$ cat src/rtl/scl_pkg.sv
package scl_pkg;
    // Width of the base-divisor exponent field
    localparam int unsigned SCL_EXP_W = 4;

    // Current SCL phase
    typedef enum logic {
        PH_HIGH = 1'b0,
        PH_LOW  = 1'b1
    } scl_phase_e;
endpackage

$ cat src/rtl/scl_cfg_hold.sv
// Shadow copy of the timing fields; follows the inputs while disabled,
// otherwise reloads only at the end of a full SCL period.
module scl_cfg_hold #(
    parameter int unsigned EXP_W = scl_pkg::SCL_EXP_W,
    parameter int unsigned CNT_W = 4
) (
    input  logic             clk,
    input  logic             rst_n,
    input  logic             en,
    input  logic             reload,
    input  logic [EXP_W-1:0] exp_i,
    input  logic [CNT_W-1:0] hi_i,
    input  logic [CNT_W-1:0] lo_i,
    output logic [EXP_W-1:0] exp_o,
    output logic [CNT_W-1:0] hi_o,
    output logic [CNT_W-1:0] lo_o
);
    typedef struct packed {
        logic [EXP_W-1:0] exp;
        logic [CNT_W-1:0] hi;
        logic [CNT_W-1:0] lo;
    } cfg_t;

    cfg_t cfg_d, cfg_q;

    always_comb begin
        cfg_d = cfg_q;
        if (!en || reload) begin
            cfg_d.exp = exp_i;
            cfg_d.hi  = hi_i;
            cfg_d.lo  = lo_i;
        end
    end

    always_ff @(posedge clk or negedge rst_n) begin
        if (!rst_n) begin
            cfg_q <= '0;
        end else begin
            cfg_q <= cfg_d;
        end
    end

    assign exp_o = cfg_q.exp;
    assign hi_o  = cfg_q.hi;
    assign lo_o  = cfg_q.lo;
endmodule

$ cat src/rtl/scl_prescaler.sv
// Power-of-two prescaler: tick every 2^exp enabled clocks.
module scl_prescaler #(
    parameter int unsigned EXP_W = scl_pkg::SCL_EXP_W
) (
    input  logic             clk,
    input  logic             rst_n,
    input  logic             en,
    input  logic [EXP_W-1:0] exp_i,
    output logic             tick_o
);
    // Largest exponent is 2^EXP_W-1, so the counter needs that many bits
    localparam int unsigned PW = (1 << EXP_W) - 1;

    typedef struct packed {
        logic [PW-1:0] cnt;
    } pre_t;

    pre_t pre_d, pre_q;
    logic [PW:0]   lim_full;
    logic [PW-1:0] limit;
    logic          tick;

    always_comb begin
        lim_full = ((PW+1)'(1) << exp_i) - (PW+1)'(1);
        limit    = lim_full[PW-1:0];
        tick     = en && (pre_q.cnt == limit);
        pre_d    = pre_q;
        if (!en) begin
            pre_d.cnt = '0;
        end else if (tick) begin
            pre_d.cnt = '0;
        end else begin
            pre_d.cnt = pre_q.cnt + PW'(1);
        end
    end

    always_ff @(posedge clk or negedge rst_n) begin
        if (!rst_n) begin
            pre_q <= '0;
        end else begin
            pre_q <= pre_d;
        end
    end

    assign tick_o = tick;
endmodule

$ cat src/rtl/scl_phase.sv
// High/low phase counter driven by base ticks.
module scl_phase #(
    parameter int unsigned CNT_W = 4
) (
    input  logic             clk,
    input  logic             rst_n,
    input  logic             en,
    input  logic             tick_i,
    input  logic [CNT_W-1:0] hi_i,
    input  logic [CNT_W-1:0] lo_i,
    output logic             scl_o,
    output logic             edge_o,
    output logic             period_end_o
);
    import scl_pkg::*;

    typedef struct packed {
        scl_phase_e       phase;
        logic [CNT_W-1:0] cnt;
        logic             edg;
    } ph_t;

    localparam ph_t PH_IDLE = '{phase: PH_HIGH, cnt: '0, edg: 1'b0};

    ph_t ph_d, ph_q;
    logic [CNT_W-1:0] target;
    logic             last_tick;

    always_comb begin
        target    = (ph_q.phase == PH_HIGH) ? hi_i : lo_i;
        last_tick = en && tick_i && (ph_q.cnt == target);
        ph_d      = ph_q;
        ph_d.edg  = 1'b0;
        if (!en) begin
            ph_d = PH_IDLE;
        end else if (tick_i) begin
            if (ph_q.cnt == target) begin
                ph_d.phase = (ph_q.phase == PH_HIGH) ? PH_LOW : PH_HIGH;
                ph_d.cnt   = '0;
                ph_d.edg   = 1'b1;
            end else begin
                ph_d.cnt = ph_q.cnt + CNT_W'(1);
            end
        end
    end

    always_ff @(posedge clk or negedge rst_n) begin
        if (!rst_n) begin
            ph_q <= PH_IDLE;
        end else begin
            ph_q <= ph_d;
        end
    end

    assign scl_o        = (ph_q.phase == PH_HIGH);
    assign edge_o       = ph_q.edg;
    assign period_end_o = last_tick && (ph_q.phase == PH_LOW);
endmodule

$ cat src/rtl/scl_clkgen.sv
// SCL clock generator top.
module scl_clkgen #(
    parameter int unsigned EXP_W = scl_pkg::SCL_EXP_W,
    parameter int unsigned CNT_W = 4
) (
    input  logic             clk,
    input  logic             rst_n,
    input  logic             en,
    input  logic [EXP_W-1:0] div_exp,
    input  logic [CNT_W-1:0] hi_cnt,
    input  logic [CNT_W-1:0] lo_cnt,
    output logic             scl_o,
    output logic             edge_o
);
    logic [EXP_W-1:0] cfg_exp;
    logic [CNT_W-1:0] cfg_hi;
    logic [CNT_W-1:0] cfg_lo;
    logic             tick;
    logic             period_end;

    scl_cfg_hold #(.EXP_W(EXP_W), .CNT_W(CNT_W)) u_cfg (
        .clk    (clk),
        .rst_n  (rst_n),
        .en     (en),
        .reload (period_end),
        .exp_i  (div_exp),
        .hi_i   (hi_cnt),
        .lo_i   (lo_cnt),
        .exp_o  (cfg_exp),
        .hi_o   (cfg_hi),
        .lo_o   (cfg_lo)
    );

    scl_prescaler #(.EXP_W(EXP_W)) u_pre (
        .clk    (clk),
        .rst_n  (rst_n),
        .en     (en),
        .exp_i  (cfg_exp),
        .tick_o (tick)
    );

    scl_phase #(.CNT_W(CNT_W)) u_ph (
        .clk          (clk),
        .rst_n        (rst_n),
        .en           (en),
        .tick_i       (tick),
        .hi_i         (cfg_hi),
        .lo_i         (cfg_lo),
        .scl_o        (scl_o),
        .edge_o       (edge_o),
        .period_end_o (period_end)
    );
endmodule

$ cat config.mk
export PLATFORM = sky130hd
export DESIGN_NAME = scl_clkgen
export DESIGN_NICKNAME = d
export VERILOG_FILES = /design/src/rtl/scl_pkg.sv /design/src/rtl/scl_cfg_hold.sv /design/src/rtl/scl_prescaler.sv /design/src/rtl/scl_phase.sv /design/src/rtl/scl_clkgen.sv
export SDC_FILE = /design/constraint.sdc
export NUM_CORES = 1
export LEC_CHECK = 0
export BUFFER_PORTS_ARGS = -buffer_cell sky130_fd_sc_hd__buf_4
export CAP_MARGIN = 15
export CORE_ASPECT_RATIO = 0.75
export CORE_MARGIN = 10
export CORE_UTILIZATION = 30
export CTS_BUF_LIST = sky130_fd_sc_hd__clkbuf_2 sky130_fd_sc_hd__clkbuf_4 sky130_fd_sc_hd__clkbuf_8
export CTS_CLUSTER_DIAMETER = 30
export DETAILED_ROUTE_END_ITERATION = 6
export SLEW_MARGIN = 5
export SYNTH_ARGS = -nofsm -noshare
export SYNTH_HDL_FRONTEND = slang
export SYNTH_SLANG_ARGS = --single-unit
$ cat constraint.sdc
create_clock -name clk -period 3.9 [get_ports clk]
set_clock_uncertainty 0.2 [all_clocks]
set_input_delay 0.78 -clock clk [delete_from_list [all_inputs] [get_ports clk]]
set_output_delay 0.78 -clock clk [all_outputs]
set_load 0.1 [all_outputs]
==> impl_metrics.csv <==
group,metric,value,unit
sta,setup_viol,0,
clock_network,clkLatencyLatePin,0.30,ns
worst_setup_path,setup.worst_path.end,"u_ph.ph_q[1]$_DFFE_PN0P_",
worst_setup_path,crit_slowest_cell,"dfrtp_1",
sta,maxSlewHeadroom,49.8,%
power_and_ir_drop,power,0.848,mW
sta,tightest_slew,0.747,ns
finish,area_growth,15.0,%
drt,post-route-drc-count,0,
power_and_ir_drop,peakVddDrop,0.148,mV
sta,rsz0062_at_grt,"no",
logic_synthesis,synthFlopType,"dfrtp_1",
logic_synthesis,synth_top_area_share,39.5,%
clock_network,cts_root_buf,"clkbuf_8",
logic_synthesis,synth.area.top_cells,"dfrtp_1 (39%), xnor2_1 (6.3%), mux2_2 (5.9%), nor2_1 (5.6%), xor2_1 (3.8%)",
sta,fin_setup_tns,0,ns
place,numPortBuffers,16,
worst_setup_path,cp-start-kind,"register",
place,gp_congestion,0.867,
grt,grt_first_pass_wirelength,7940,um
sta,fin_crit_sh,88.9,%
worst_setup_path,critPathMaxFanout,13,
clock_network,path_clk_slew,0.07,ns
clock_network,htree_num_levels,2,
worst_setup_path,rr_startpoint,"u_cfg.exp_o[0]$_DFFE_PN0P_",
logic_synthesis,syn_avg_cell_area,9.55,um^2
floorplanning,fp-row-count,26,
floorplanning,die_w,116,um
logic_synthesis,synth_area,2090,um^2
drt,drtIter0Drc,104,
clock_network,cts_setup_buffers,0,
status,status,"finished, final reports clean",
power_and_ir_drop,p_per_area,352,nW/um^2
drt,wire_per_inst,14.7,um
worst_setup_path,end_kind,"register",
grt,grt_overflow_total,0,
drt,vias_per_cell,5.25,
logic_synthesis,ys_types,52,
worst_setup_path,reg2reg_slack,0.43,ns
sta,hold_slack,0.214,ns
clock_network,cts_made_buffers,5,
logic_synthesis,yosys.area.top_type,"dfrtp_1",
floorplanning,dieArea,10700,um^2
worst_setup_path,arrival,3.47,ns
grt,antenna_found_initial,0,
logic_synthesis,synth_seq_area_share,39.5,%
drt,firstDrtPassIters,4,
clock_network,cts_sinks,33,
finish,final_util,35.4,%
worst_setup_path,timing.rr.end,"u_ph.ph_q[1]$_DFFE_PN0P_",
logic_synthesis,yosysWarnings,0,
floorplanning,die_h,92.3,um
place,place_hpwl,3390,um
worst_setup_path,worstSetupPathType,"register to register",
sta,setup_ws,0.431,ns
hold_path,hold_path.class,"input port to async pin",
grt,gr-usage-all-layers,9.27,%
clock_network,ctsResizeCount,0,
worst_setup_path,cp_slowest_stage_delay,0.57,ns
finish,drive_gt1_share,18.8,%
clock_network,clk_path_buf_depth,2,
worst_setup_path,reg2reg_depth,9,
finish,fin_nets,251,
logic_synthesis,async_reset_ff_share,100,%
worst_setup_path,worstPathRequired,3.90,ns
sta,finalCriticalPeriod,3.47,ns
grt,grt_max_degree,34,
worst_setup_path,critPathBufInv,0,
drt,wirelength,4680,um
floorplanning,ios,17,
place,preCtsSetupSlack,0.455,ns
logic_synthesis,syn-num-nets,237,
worst_setup_path,crit_family,"compound AO/OA/AOI/OAI gates",
sta,fmax,288,MHz
worst_setup_path,path_cells,"nor2_1 > nand2_1 > ha_1 > or4b_1 > o211a_1 > a311o_1 > a2111o_1 > or3_4 > o31ai_1",
logic_synthesis,synth-seq-cells,33,
clock_network,cts_hold_buffers,0,
floorplanning,initial_utilization,30.8,%
power_and_ir_drop,leakagePower,0.983,nW
sta,hold_violations,0,
drt,ant_nets,0,
grt,grt_pass1_vias,1597,
logic_synthesis,synth_edf_count,0,
finish,antenna_cells,0,
sta,finalMaxSlewViolations,0,
run,cap_violations,0,
floorplanning,core_area,6800,um^2
worst_setup_path,crit_cells,9,
logic_synthesis,syn_inst,219,
drt,num_vias,1671,
worst_setup_path,startpoint,"u_cfg.exp_o[0]$_DFFE_PN0P_",
clock_network,cts_tree,"built",
placed cells by master, fill, tap and decap left out, drive strengths merged, types with 4 or more instances in the layout:
| cell type | Yosys | routed |
|---|---|---|
| nor3 | 5 | 5 |
| nand3 | 13 | 13 |
| o41ai | 4 | 4 |
| mux2i | 4 | 4 |
| nand2 | 10 | 10 |
| buf | 4 | 21 |
| clkbuf | 10 | 6 |
| mux2 | 12 | 12 |
| xor2 | 9 | 9 |
| inv | 5 | 5 |
| nor2 | 31 | 31 |
| a211oi | 5 | 5 |
| dfrtp | 33 | 33 |
| o21ai | 4 | 4 |
| o211ai | 4 | 4 |
| xnor2 | 15 | 15 |
registers in the layout, summed over array words and instances, names as in the netlist:
register	count
u_pre.pre_q	15
u_ph.ph_q	5
u_cfg.exp_o	4
u_cfg.hi_o	4
u_cfg.lo_o	4
u_ph.edge_o	1
power by group:
group / internal [mW] / switching, mW / total (mW)
clock network: 0.208 / 0.138 / 0.345
registers: 0.357 / 0.0145 / 0.371
logic: 0.0606 / 0.0701 / 0.131
cell families after synthesis:
logic type               share of synthesized area (%)
AO/OA/AOI/OAI                                     14.7
buffers and inverters                             4.25
adder cells (fa/ha/maj)                           1.79
AND/OR/NAND/NOR                                   21.4
XOR/XNOR                                          10.0
flip-flops                                        39.5
multiplexers                                      8.37
per-layer routing:
layer | up-vias | GRT usage [%] | share of wire, %
li1 | 824 | - | -
met3 | 7 | 2.13 | 5.2
met2 | 30 | 12.5 | 41
met1 | 810 | 13.4 | 52
met4 | 0 | 4.47 | 1.9
met5 | - | 0 | 0
stage by stage:
stage               cell area, um^2  std cells
detailed placement             2280        310
global route                   2400        318
CTS                            2400        318
global placement               2280        310
finish                         2400        318
floorplan                      2090        219
worst min-delay path by stage:
stage                                   start                        end  cells after the start
floorplan           u_cfg.hi_o[1]$_DFFE_PN0P_  u_cfg.hi_o[1]$_DFFE_PN0P_                      1
global placement    u_cfg.hi_o[1]$_DFFE_PN0P_  u_cfg.hi_o[1]$_DFFE_PN0P_                      1
detailed placement  u_cfg.hi_o[1]$_DFFE_PN0P_  u_cfg.hi_o[1]$_DFFE_PN0P_                      1
CTS                                     rst_n  u_cfg.hi_o[2]$_DFFE_PN0P_                      1
global route                            rst_n  u_cfg.hi_o[1]$_DFFE_PN0P_                      1
finish                                  rst_n  u_cfg.hi_o[2]$_DFFE_PN0P_                      1
Yosys cell counts (all sizes together) (2+ instances only):
cell type   n
a211oi      5
and2        3
and3        3
buf         4
clkbuf     10
dfrtp      33
ha          3
inv         5
mux2       12
mux2i       4
nand2      10
nand2b      2
nand3      13
nand3b      2
nand4       2
nor2       31
nor2b       2
nor3        5
nor4        3
nor4b       2
o211a       3
o211ai      4
o21ai       4
o311ai      3
o31ai       3
o41ai       4
or3         2
or4         3
xnor2      15
xor2        9
area by class of cell:
class                   count  area, um^2
clock buffers               6        82.6
clock inverters             2        37.5
fillers                   693        4390
inverters                   5        18.8
multi-input cells         167        1180
flip-flops and latches     33         826
well taps                  84         105
repair buffers             21         158
Power figures use the tool's default switching activity.
